### src/rtl/pwm_quad_pkg.sv
package pwm_quad_pkg;

  // register slot inside a channel bank, taken from address bits 3:2
  typedef enum logic [1:0] {
    SLOT_MODE   = 2'd0,
    SLOT_PERIOD = 2'd1,
    SLOT_DUTY   = 2'd2,
    SLOT_NONE   = 2'd3
  } reg_slot_e;

  // bit positions inside the mode word
  localparam int MODE_EN_BIT  = 0;
  localparam int MODE_POL_BIT = 1;
  localparam int MODE_DIV_LSB = 2;

  // a bank spans 16 bytes; bank 0 is left empty
  localparam int BANK_SHIFT = 4;

endpackage

### src/rtl/pwm_chan_regs.sv
module pwm_chan_regs
  import pwm_quad_pkg::*;
#(
  parameter int DIV_W  = 10,
  parameter int CNT_W  = 16,
  parameter int DATA_W = 32
) (
  input  logic              clk_i,
  input  logic              rst_ni,
  input  logic              wr_mode_i,
  input  logic              wr_period_i,
  input  logic              wr_duty_i,
  input  logic [DATA_W-1:0] wdata_i,
  input  reg_slot_e         rslot_i,
  output logic [DATA_W-1:0] rdata_o,
  output logic              en_o,
  output logic              pol_o,
  output logic [DIV_W-1:0]  div_o,
  output logic [CNT_W-1:0]  period_o,
  output logic [CNT_W-1:0]  duty_o
);

  localparam int MODE_W = DIV_W + MODE_DIV_LSB;

  logic [MODE_W-1:0] mode_q, mode_d;
  logic [CNT_W-1:0]  period_q, period_d;
  logic [CNT_W-1:0]  duty_q, duty_d;

  always_comb begin
    mode_d   = wdata_i[MODE_W-1:0];
    period_d = wdata_i[CNT_W-1:0];
    duty_d   = wdata_i[CNT_W-1:0];
  end

  always_ff @(posedge clk_i or negedge rst_ni) begin
    if (!rst_ni) begin
      mode_q   <= '0;
      period_q <= '0;
      duty_q   <= '0;
    end else begin
      if (wr_mode_i)   mode_q   <= mode_d;
      if (wr_period_i) period_q <= period_d;
      if (wr_duty_i)   duty_q   <= duty_d;
    end
  end

  assign en_o     = mode_q[MODE_EN_BIT];
  assign pol_o    = mode_q[MODE_POL_BIT];
  assign div_o    = mode_q[MODE_W-1:MODE_DIV_LSB];
  assign period_o = period_q;
  assign duty_o   = duty_q;

  always_comb begin
    unique case (rslot_i)
      SLOT_MODE:   rdata_o = DATA_W'(mode_q);
      SLOT_PERIOD: rdata_o = DATA_W'(period_q);
      SLOT_DUTY:   rdata_o = DATA_W'(duty_q);
      default:     rdata_o = '0;
    endcase
  end

  AST_MODE_LANDS: assert property (@(posedge clk_i) disable iff (!rst_ni)
    wr_mode_i |=> {div_o, pol_o, en_o} == $past(wdata_i[MODE_W-1:0]));
  AST_PERIOD_LANDS: assert property (@(posedge clk_i) disable iff (!rst_ni)
    wr_period_i |=> period_o == $past(wdata_i[CNT_W-1:0]));

endmodule

### src/rtl/pwm_chan_core.sv
module pwm_chan_core #(
  parameter int DIV_W = 10,
  parameter int CNT_W = 16
) (
  input  logic             clk_i,
  input  logic             rst_ni,
  input  logic             en_i,
  input  logic             pol_i,
  input  logic [DIV_W-1:0] div_i,
  input  logic [CNT_W-1:0] period_i,
  input  logic [CNT_W-1:0] duty_i,
  output logic             pwm_o
);

  logic [DIV_W-1:0] pre_q, pre_d, pre_last;
  logic [CNT_W-1:0] cnt_q, cnt_d;
  logic [CNT_W-1:0] per_sh_q, duty_sh_q;
  logic [CNT_W:0]   cnt_inc;
  logic             tick, wrap, load_sh, active;

  // prescaler and tick counter next state
  always_comb begin
    pre_last = (div_i == '0) ? '0 : div_i - 1'b1;
    tick     = (pre_q >= pre_last);
    cnt_inc  = {1'b0, cnt_q} + 1'b1;
    wrap     = tick && (cnt_inc >= {1'b0, per_sh_q});
    load_sh  = !en_i || wrap;
    pre_d    = pre_q;
    cnt_d    = cnt_q;
    if (!en_i) begin
      pre_d = '0;
      cnt_d = '0;
    end else if (tick) begin
      pre_d = '0;
      cnt_d = wrap ? '0 : cnt_inc[CNT_W-1:0];
    end else begin
      pre_d = pre_q + 1'b1;
    end
  end

  always_ff @(posedge clk_i or negedge rst_ni) begin
    if (!rst_ni) begin
      pre_q <= '0;
      cnt_q <= '0;
    end else begin
      pre_q <= pre_d;
      cnt_q <= cnt_d;
    end
  end

  // working copies of period and duty, loaded only at a wrap or while idle
  always_ff @(posedge clk_i or negedge rst_ni) begin
    if (!rst_ni) begin
      per_sh_q  <= '0;
      duty_sh_q <= '0;
    end else if (load_sh) begin
      per_sh_q  <= period_i;
      duty_sh_q <= duty_i;
    end
  end

  assign active = en_i && (cnt_q < duty_sh_q);
  assign pwm_o  = active ? pol_i : ~pol_i;

  AST_IDLE_HELD: assert property (@(posedge clk_i) disable iff (!rst_ni)
    $past(!en_i) |-> (pre_q == '0) && (cnt_q == '0));
  AST_SHADOW_HOLD: assert property (@(posedge clk_i) disable iff (!rst_ni)
    ($past(en_i) && !$past(wrap)) |-> ($stable(per_sh_q) && $stable(duty_sh_q)));
  AST_CNT_IN_PERIOD: assert property (@(posedge clk_i) disable iff (!rst_ni)
    (en_i && per_sh_q != '0) |-> cnt_q < per_sh_q);
  AST_RESTART_ZERO: assert property (@(posedge clk_i) disable iff (!rst_ni)
    $rose(en_i) |-> (cnt_q == '0) && (pre_q == '0));
  AST_ZERO_DUTY_IDLE: assert property (@(posedge clk_i) disable iff (!rst_ni)
    (duty_sh_q == '0) |-> pwm_o == ~pol_i);

endmodule

### src/rtl/pwm_quad.sv
module pwm_quad
  import pwm_quad_pkg::*;
#(
  parameter int NUM_CH = 4,
  parameter int DIV_W  = 10,
  parameter int CNT_W  = 16,
  parameter int ADDR_W = 8,
  parameter int DATA_W = 32
) (
  input  logic              clk_i,
  input  logic              rst_ni,
  input  logic              bus_sel_i,
  input  logic              bus_we_i,
  input  logic [ADDR_W-1:0] bus_addr_i,
  input  logic [DATA_W-1:0] bus_wdata_i,
  output logic [DATA_W-1:0] bus_rdata_o,
  output logic [NUM_CH-1:0] pwm_o
);

  localparam int BANK_W = ADDR_W - BANK_SHIFT;

  // reset: asserted asynchronously, released after two clock edges
  logic [1:0] rst_sync_q;
  logic       rst_int_n;

  always_ff @(posedge clk_i or negedge rst_ni) begin
    if (!rst_ni) rst_sync_q <= 2'b00;
    else         rst_sync_q <= {rst_sync_q[0], 1'b1};
  end
  assign rst_int_n = rst_sync_q[1];

  // address decode
  logic [BANK_W-1:0]        bank;
  reg_slot_e                slot;
  logic                     aligned;
  logic [NUM_CH-1:0]        hit;
  logic                     wr_acc;
  logic [DATA_W-1:0]        ch_rdata [NUM_CH];

  assign bank    = bus_addr_i[ADDR_W-1:BANK_SHIFT];
  assign slot    = reg_slot_e'(bus_addr_i[BANK_SHIFT-1:2]);
  assign aligned = (bus_addr_i[1:0] == 2'b00);
  assign wr_acc  = bus_sel_i && bus_we_i;

  for (genvar c = 0; c < NUM_CH; c++) begin : g_ch
    logic             en, pol;
    logic [DIV_W-1:0] div;
    logic [CNT_W-1:0] period, duty;

    assign hit[c] = aligned && (slot != SLOT_NONE) && (bank == BANK_W'(c + 1));

    pwm_chan_regs #(
      .DIV_W (DIV_W),
      .CNT_W (CNT_W),
      .DATA_W(DATA_W)
    ) u_regs (
      .clk_i      (clk_i),
      .rst_ni     (rst_int_n),
      .wr_mode_i  (wr_acc && hit[c] && (slot == SLOT_MODE)),
      .wr_period_i(wr_acc && hit[c] && (slot == SLOT_PERIOD)),
      .wr_duty_i  (wr_acc && hit[c] && (slot == SLOT_DUTY)),
      .wdata_i    (bus_wdata_i),
      .rslot_i    (slot),
      .rdata_o    (ch_rdata[c]),
      .en_o       (en),
      .pol_o      (pol),
      .div_o      (div),
      .period_o   (period),
      .duty_o     (duty)
    );

    pwm_chan_core #(
      .DIV_W(DIV_W),
      .CNT_W(CNT_W)
    ) u_core (
      .clk_i   (clk_i),
      .rst_ni  (rst_int_n),
      .en_i    (en),
      .pol_i   (pol),
      .div_i   (div),
      .period_i(period),
      .duty_i  (duty),
      .pwm_o   (pwm_o[c])
    );
  end

  // read mux: at most one bank is hit
  always_comb begin
    bus_rdata_o = '0;
    for (int c = 0; c < NUM_CH; c++) begin
      if (hit[c]) bus_rdata_o = ch_rdata[c];
    end
  end

  AST_ONE_BANK: assert property (@(posedge clk_i) disable iff (!rst_ni)
    $onehot0(hit));
  AST_UNMAPPED_ZERO: assert property (@(posedge clk_i) disable iff (!rst_ni)
    (hit == '0) |-> bus_rdata_o == '0);

endmodule

### config.mk
export PLATFORM = sky130hd
export DESIGN_NAME = pwm_quad
export DESIGN_NICKNAME = d
export VERILOG_FILES = /design/src/rtl/pwm_quad_pkg.sv /design/src/rtl/pwm_chan_regs.sv /design/src/rtl/pwm_chan_core.sv /design/src/rtl/pwm_quad.sv
export SDC_FILE = /design/constraint.sdc
export NUM_CORES = 1
export LEC_CHECK = 0
export BUFFER_PORTS_ARGS = -buffer_cell sky130_fd_sc_hd__buf_4
export CAP_MARGIN = 10
export CORE_ASPECT_RATIO = 1.4
export CORE_MARGIN = 3
export CORE_UTILIZATION = 25
export DETAILED_ROUTE_END_ITERATION = 10
export GPL_TIMING_DRIVEN = 0
export RECOVER_POWER = 25
export SKIP_LAST_GASP = 1
export SLEW_MARGIN = 20
export SYNTH_ARGS = -nofsm -noshare
export SYNTH_HDL_FRONTEND = slang
export SYNTH_SLANG_ARGS = --single-unit
### constraint.sdc
create_clock -name clk_i -period 27.8 [get_ports clk_i]
set_input_delay 5.56 -clock clk_i [delete_from_list [all_inputs] [get_ports clk_i]]
set_output_delay 5.56 -clock clk_i [all_outputs]
set_load 0.03 [all_outputs]
# Yosys cells after proc, flatten, opt, wreduce, memory -nomap -nowiden
# Cells that the tools add are included.
dict set report totals {
  word_cells 148
  in_bits 44
  out_inout_bits 36
  regBits 410
}
dict set report classes {
  magnitude_cmp 12
  n_bitwise 4
  n_eq_ne 11
  mux 36
  n_reduce_logical 44
  add_sub_neg 12
}
# op n
set op_table {}
lappend op_table {{$mux 16} 12}
lappend op_table {{$pmux 16 s3} 4}
lappend op_table {{$mux 32} 4}
lappend op_table {{$mux 10} 12}
lappend op_table {{$add 16x1->17 const B} 4}
lappend op_table {{$ge 17x16->1} 4}
lappend op_table {{$lt 16x16->1} 4}
lappend op_table {{$add 10x1->10 const B} 4}
lappend op_table {{$ge 10x10->1} 4}
lappend op_table {{$logic_not 10->1} 4}
lappend op_table {{$sub 10x1->10 const B} 4}
lappend op_table {{$logic_and 1x1->1} 30}
lappend op_table {{$eq 4x2->1 const B} 2}
lappend op_table {{$ne 2x1->1 const B} 4}
lappend op_table {{$eq 4x1->1 const B} 1}
lappend op_table {{$eq 4x3->1 const B} 1}
lappend op_table {{$logic_not 1->1} 4}
lappend op_table {{$logic_not 2->1} 2}
lappend op_table {{$logic_or 1x1->1} 4}
lappend op_table {{$mux 1} 4}
lappend op_table {{$not 1->1} 4}
lappend op_table {{$eq 2x1->1 const B} 1}
lappend op_table {{$eq 2x2->1 const B} 1}
lappend op_table {{$ne 2x2->1 const B} 1}

# Logic depth before layout (Yosys ltp)
# Gate-level depths: netlist (run 1).
dict set report logic_depth {
  ltp_word 7
  ltp_mapped 16
}

# Hierarchy
# A second synthesis (run 1) with hierarchy kept.
dict set report unflattened {
  hier_cells 2421
  hier_area_um2 26112.5
}
# module cells_each seq_area_each_um2 area_per_inst_um2 instances
set modules_own_cells {}
lappend modules_own_cells {pwm_chan_regs 145 1101.1 2254.7 4}
lappend modules_own_cells {{pwm_chan_core at g_ch[2].u_core} 404 1451.4 4008.8 1}
lappend modules_own_cells {{pwm_chan_core at g_ch[0].u_core} 446 1451.4 3970.1 1}
lappend modules_own_cells {{pwm_chan_core at g_ch[1].u_core} 391 1451.4 3962.6 1}
lappend modules_own_cells {{pwm_chan_core at g_ch[3].u_core} 390 1451.4 3867.5 1}
lappend modules_own_cells {pwm_quad 210 50.0 1285.0 1}

# Least setup slack after synthesis (run 1)
# Ideal clock, no wire load.
dict set report synth_path {
  path_kind {input port to output port}
  start {in bus_addr_i[2]}
  end {out bus_rdata_o[12]}
  arrival_ps 7568
  stages 7
  path_buffers 4
  slack_ps 14672
  path_cell_list {buf_6 > nor2b_1 > buf_1 > clkbuf_1 > clkbuf_1 > a22oi_1 > o21ai_0}
}
dict set report synth_via {
  elab_chain_cells 7
  word_cells_on_any_way 17
}
# item line
set synth_lines {}
lappend synth_lines {{start: declaration} pwm_quad.sv:14} ;# input logic [ADDR_W-1:0] bus_addr_i,
lappend synth_lines {{branches (longest 6 deep; another with $mux 32)} --}
lappend synth_lines {{$mux 32 *} pwm_quad.sv:91} ;# if (hit[c]) bus_rdata_o = ch_rdata[c];
lappend synth_lines {{end: declaration} pwm_quad.sv:16} ;# output logic [DATA_W-1:0] bus_rdata_o,
# Mark *: on every way between the ends.

# Worst setup path after layout (run 1)
dict set report layout_path {
  start {in bus_addr_i[3]}
  end {out bus_rdata_o[10]}
}
# The elaborated chain is that of the path after synthesis.

==> results of run 1 <==
-- cells in the final DEF, fill, tap and decap left out, types with 28 or more instances in the layout --
cell	synthesis	routed
a22o_1	29	29
nand4_1	28	28
nor3_1	32	32
o21ai_0	119	119
mux2i_1	48	48
dfrtp_1	410	410
nand3_1	91	91
buf_4	30	73
inv_1	151	151
nor2_1	120	120
clkbuf_16	0	41
xnor2_1	59	59
mux2_2	272	272
clkbuf_1	58	72
ha_1	180	180
a21oi_1	56	56
xor2_1	59	59
nand2_1	198	198
-- critical path, stage by stage --
cell      delay, ns
buf_4          0.17
nor2b_1        0.23
buf_1          0.54
clkbuf_1       0.44
buf_1          0.51
nand2_1        0.16
o21ai_0        0.19
nand2_1        0.11
o211ai_1       0.14
buf_4          0.21
-- state kept, by name, summed over array words and instances, names as in the netlist --
signal,flops
g_ch.u_core.cnt_q,64
g_ch.u_core.duty_sh_q,64
g_ch.u_core.per_sh_q,64
g_ch.u_core.pre_q,40
g_ch.u_regs.duty_o,64
g_ch.u_regs.mode_q,48
g_ch.u_regs.period_o,64
rst_sync_q,2
-- path summary, 6_finish.rpt --
kind                                    start  cells past startpoint                     endpoint  slack [ns]
worst max-delay path            bus_addr_i[3]                     10              bus_rdata_o[10]       13.98
worst min-delay path            rst_sync_q[0]                      0                rst_sync_q[1]        0.35
worst max register to register  rst_sync_q[1]                      2      g_ch[0].u_core.cnt_q[5]       22.88
worst min register to register  rst_sync_q[0]                      0                rst_sync_q[1]        0.35
max in group asynchronous       rst_sync_q[1]                      2      g_ch[0].u_core.cnt_q[5]       22.88
min in group asynchronous       rst_sync_q[1]                      0  g_ch[2].u_regs.period_o[10]        0.49
-- stage by stage --
stage               std cells  power (mW)
floorplan                2285      0.6991
global placement         3543      0.7331
detailed placement       3552      0.7386
CTS                      3624       1.300
global route             3624       1.329
finish                   3624       1.284
-- layer usage --
metal	wire, um	global-route usage, %
met1	26300	14.91
met2	34190	24.47
met3	2261	1.754
met4	2559	5.318
met5	26	0
-- cells by family (layout without fill, tap and decap cells) --
| logic type | Yosys count | after routing | synth area share, % |
|---|---|---|---|
| AO/OA/AOI/OAI | 354 | 354 | 10.02 |
| XOR/XNOR | 118 | 118 | 4.360 |
| adder cells (fa/ha/maj) | 180 | 180 | 9.502 |
| buffers and inverters | 277 | 401 | 5.147 |
| flip-flops | 410 | 410 | 43.29 |
| multiplexers | 324 | 324 | 15.20 |
| other | 2 | 17 | 0.03168 |
| AND/OR/NAND/NOR | 605 | 605 | 12.45 |
-- where the power goes --
| group | switching (mW) | internal (mW) |
|---|---|---|
| sequential | 0.0102 | 0.606 |
| clock | 0.248 | 0.312 |
| combinational | 0.0674 | 0.0398 |
-- cell type report --
cell class	count	area [um^2]	area share (%)
Clock buffer	53	1111	4.113
Timing Repair Buffer	52	427.9	1.584
Inverter	151	566.8	2.098
Tap cell	1215	1520	5.627
Buffer	126	653.1	2.418
Clock inverter	19	196.4	0.7272
Sequential cell	410	10260	37.98
Multi-Input combinational cell	1598	12280	45.45
==> impl_metrics.ini, run 1 <==
[placement]
dp_slack_ns = 14.01
hpwl_um = 50410
routabilityCongestion = 0.8619
dpl-instance-area_um2 = 25830
portBuffers = 43

[timing]
tns_ns = 0
hold_viol = 0
post-route-min-period_ns = 13.82
finClkSkew_ns = 0.01322
worst_slack_ns = 13.98
grt_setup_unrepaired = no
slew_violations = 233
fmax_mhz = 72.33
worstMarginPinSlew_ns = 2.722
finalSetupViolCount = 0
max_slew_margin_pct = -81.49
holdWs_ns = 0.3538
period_share_pct = 49.73

[clock_tree]
clock-root-buffer = clkbuf_16
htreeDepth = 2
clock_path_buffers = 3
clkTransAtPathRegs_ns = 0.06
cts_buffers = 40
cts_resized = 0
cts_tree = done
cts.hold.buffers_added = 0
cts.sinks = 410
cts_setup_buffers = 0
clkLatencyLatePin_ns = 0.56

[worst_hold_path]
hold_path_class = flip-flop to flip-flop

[drt]
first_iter_violations = 915
via_count = 17140
drc = 0
dr.pass1.iters = 5
wl_per_cell_um = 18.03
avgViaCountPerCell = 4.730
wirelength_um = 65330
postRouteAntennaNets = 0

[flow_run]
cap_violations = 6

[logic_synthesis]
synth-warning-count = 0
ys_seq_area_share_pct = 43.29
yosysMostFrequentCell = dfrtp_1
synth_top_area_share_pct = 43.29
synthCells = 2270
ys.flop_type = dfrtp_1
synthDistinctLibCells = 77
synth_area_leaders = dfrtp_1 (43%), mux2_2 (13%), ha_1 (9.5%), nand2_1 (3.1%), o21ai_0 (2.5%)
async_flop_share_pct = 100.0
netlist_top_cells_count = dfrtp_1 (410), mux2_2 (272), nand2_1 (198)
ys_ff_latch = 410
yosysTopAreaCell = dfrtp_1
netlist_area_um2 = 23700
synth_edf_count = 0
synth_area_per_cell_um2 = 10.44

[global_routing]
first_global_vias = 17440
grt_max_degree = 55
grt_util_all_layers_pct = 13.10
antenna_found_initial = 5
grt_pass1_wl_um = 100900
grt_overflow = 0

[power_and_ir_drop]
powerDensity_nw_per_um2 = 47.52
ir_worst_vdd_uv = 56.82
cellLeakagePower_nw = 12.43

[status]
outcome = finished with violations
violations = capacitance limit, slew limit

[worst_setup_path]
required_ns = 22.24
start_kind = input port
arrival_ns = 8.26
end_kind = output port
crit_fanout = 10
critical_path_class = input port to output port

[layout]
layout.nets = 2603
synthToLayoutAreaGrowth_pct = 13.97
drive_gt1_share_pct = 19.97
utilization_pct = 28.73
n_fill_cell = 9785
n_antenna_cell = 0
stdcell_area_um2 = 27010

[floorplan]
num_rows = 133
io_pins = 80
die_x_um = 266.2
fp.dieH_um = 370.3
initial_core_util_pct = 25.21
core_area_um2 = 94020
dieArea_um2 = 98590
(Power assumes the default switching activity.)
==> run 2: changes to the inputs <==
--- a/config.mk
+++ b/config.mk
@@ -5,6 +5,7 @@
 export SDC_FILE = /design/constraint.sdc
 export NUM_CORES = 1
 export LEC_CHECK = 0
+export ABC_AREA = 1
 export BUFFER_PORTS_ARGS = -buffer_cell sky130_fd_sc_hd__buf_4
 export CAP_MARGIN = 10
 export CORE_ASPECT_RATIO = 1.4
==> constraint.sdc (replaced) <==
create_clock -name clk_i -period 11.7 [get_ports clk_i]
set_input_delay 2.34 -clock clk_i [delete_from_list [all_inputs] [get_ports clk_i]]
set_output_delay 2.34 -clock clk_i [all_outputs]
set_load 0.03 [all_outputs]
==> run 2 against run 1 <==
Effect of this change:
- the run still ends with capacitance limit, slew limit left
- hold slack worse by 0.31 ns
- first-iteration DRC count up 57%
- count of clock-buffer cells in the layout up 1
- routed wire length up 13%
- largest cell class unchanged
==> impl_metrics.ini, run 2 <==
[logic_synthesis]
synth_compound_area_share_pct = 9.151
synth-xor-area-share_pct = 2.553
yosysTopAreaCell = dfrtp_1
netlist_area_um2 = 24010
async_flop_share_pct = 100.0
yosysMostFrequentCell = nand2_1
netlist_top_cells_count = nand2_1 (996), dfrtp_1 (410), inv_1 (311)
ys_ff_latch = 410
synth_top_area_share_pct = 42.73
synth_area_per_cell_um2 = 7.720
synth_edf_count = 0
synth_top_family_by_area = simple AND/OR/NAND/NOR gates
synth-simple-area-share_pct = 27.97
synth_area_leaders = dfrtp_1 (43%), nand2_1 (16%), ha_1 (9.4%), nand3_1 (5.0%), inv_1 (4.9%)
synth-warning-count = 0
ys.flop_type = dfrtp_1
synthDistinctLibCells = 51
synth.area.mux_share_pct = 0
synthCells = 3110
yosys.area_share.adder_pct = 9.380
ys_seq_area_share_pct = 42.73

[worst_setup_path]
end_kind = output port
slowest_stage = clkbuf_1
path_cells = buf_4 -> nor2_2 -> clkinv_1 -> clkbuf_1 -> o211ai_1 -> nand2_1 -> o2111ai_1 -> buf_4
start_kind = input port
slowest_delay_ns = 0.46
cpMostUsedCell = buf_4
crit_fanout = 10
required_ns = 9.36
arrival_ns = 4.99
critical_path_class = input port to output port

[clock_tree]
cts.sinks = 410
htreeDepth = 2
cts_buffers = 43
clkTransAtPathRegs_ns = 0.06
cts_setup_buffers = 0
cts_resized = 0
clkLatencyLatePin_ns = 0.59
cts_tree = done
cts.hold.buffers_added = 0
clock_path_buffers = 3
clock-root-buffer = clkbuf_16

[drt]
via_count = 20890
postRouteAntennaNets = 0
avgViaCountPerCell = 4.669
wl_per_cell_um = 16.58
first_iter_violations = 1432
drc = 0
wirelength_um = 74140
dr.pass1.iters = 5

[power_and_ir_drop]
pwr-share-clk_pct = 44.6
p_sw_uw = 871.2
power.share.sequential_pct = 45.2
powerDensity_nw_per_um2 = 118.0
cellLeakagePower_nw = 13.50
ir_worst_vdd_uv = 83.04
pwr-share-comb_pct = 10.3
p_sw_share_pct = 26.86
internal_power_mw = 2.372

[placement]
routabilityCongestion = 0.9524
dp.cells = 4395
portBuffers = 47
hpwl_um = 57190

[timing]
hold_viol = 0
slew_violations = 261
period_share_pct = 62.68
max_slew_margin_pct = -100.9
grt_setup_unrepaired = no
fmax_mhz = 136.4
finClkSkew_ns = 0.01422
tns_ns = 0
worstMarginPinSlew_ns = 3.013
finalSetupViolCount = 0
post-route-min-period_ns = 7.334

[global_routing]
antenna_found_initial = 2
first_global_vias = 20410
grt_util_all_layers_pct = 14.79
grt_overflow = 0
grt_max_degree = 57
grt_pass1_wl_um = 116300

[layout]
ff_latch_area_um2 = 10260
layout.nets = 3449
drive_gt1_share_pct = 7.307
synthToLayoutAreaGrowth_pct = 14.51
n_fill_cell = 10170
final_cell_mix = nand2_1 (996), dfrtp_1 (410), inv_1 (311)
instances_no_fill = 4473
layout.cells.most_common = nand2_1
multi_input_area_um2 = 11840

[worst_hold_path]
hold_path_class = flip-flop to async pin

[status]
outcome = finished with violations
violations = capacitance limit, slew limit

[floorplan]
die_x_um = 267.9
fp.dieH_um = 372.7
core_area_um2 = 94520
dieArea_um2 = 99850
initial_core_util_pct = 25.40
num_rows = 133
io_pins = 80

[flow_run]
cap_violations = 5
run 2: cell count changes in the layout (fill, tap and decap cells not counted), sizes merged, moves of 68 or more:
cell and change:
inv +167, o21ai +105, nand3 +150, nand2 +805, nor2 +68, mux2 -276
run 2: kinds of logic after synthesis:
logic type	after synthesis
compound gates	399
buf+inv	465
flops	410
simple gates	1584
xor+xnor	70
fa+ha+maj	180
other cells	2
run 2: layer usage:
layer  up-vias  GRT usage, %  wire length (um)
met2       518         25.70             36380
met3       178         2.392              3872
li1      10340             -                 -
met5         -             0                13
met1      9848         17.66             29970
met4         2         7.104              3907
run 2: worst max-delay path: cells and delay by family:
kind	cells	cell delay, ns
compound gates	2	0.75
simple gates	2	0.56
buf+inv	4	1.32
run 2: power by group through the flow:
stage,logic [mW],clock network (mW),registers [mW]
floorplan,0.212,0,1.50
global placement,0.297,0,1.52
detailed placement,0.339,0,1.49
CTS,0.341,1.48,1.46
global route,0.379,1.54,1.47
finish,0.333,1.45,1.46
run 2: path summary, 6_finish.rpt:
check	from	slack (ns)	depth (start not counted)	endpoint
min in group clk_i	rst_sync_q[0]	0.35	0	rst_sync_q[1]
max in group asynchronous	rst_sync_q[1]	6.42	2	g_ch[3].u_regs.duty_o[1]
max reg2reg	rst_sync_q[1]	6.42	2	g_ch[3].u_regs.duty_o[1]
min	rst_sync_q[1]	0.04	0	g_ch[1].u_core.pre_q[8]
min reg2reg	rst_sync_q[1]	0.04	0	g_ch[1].u_core.pre_q[8]
max	bus_addr_i[3]	4.37	8	bus_rdata_o[10]
run 2: through the flow:
stage | total power, mW | utilization, % | hold WS [ns] | cell area, um^2 | setup WS, ns
final | 3.243 | 29.09 | 0.04283 | 27490 | 4.366
after global routing | 3.383 | 29.09 | 0.05387 | 27490 | 4.307
after CTS | 3.284 | 29.21 | 0.1344 | 27610 | 4.504
after detailed placement | 1.830 | 27.68 | 0.1270 | 26160 | 4.505
after global placement | 1.817 | 27.44 | 0.3382 | 25940 | 2.097
after floorplan | 1.713 | - | 0.3311 | 24070 | 5.012
run 2: area by class of cell:
type | instances | area share, %
multi-input cells | 2250 | 43.07
flip-flops and latches | 410 | 37.32
well taps | 1215 | 5.529
inverters | 317 | 4.328
clock buffers | 54 | 4.282
plain buffers | 148 | 2.817
repair buffers | 55 | 1.652
clock inverters | 23 | 0.9921
diodes | 1 | 0.009102
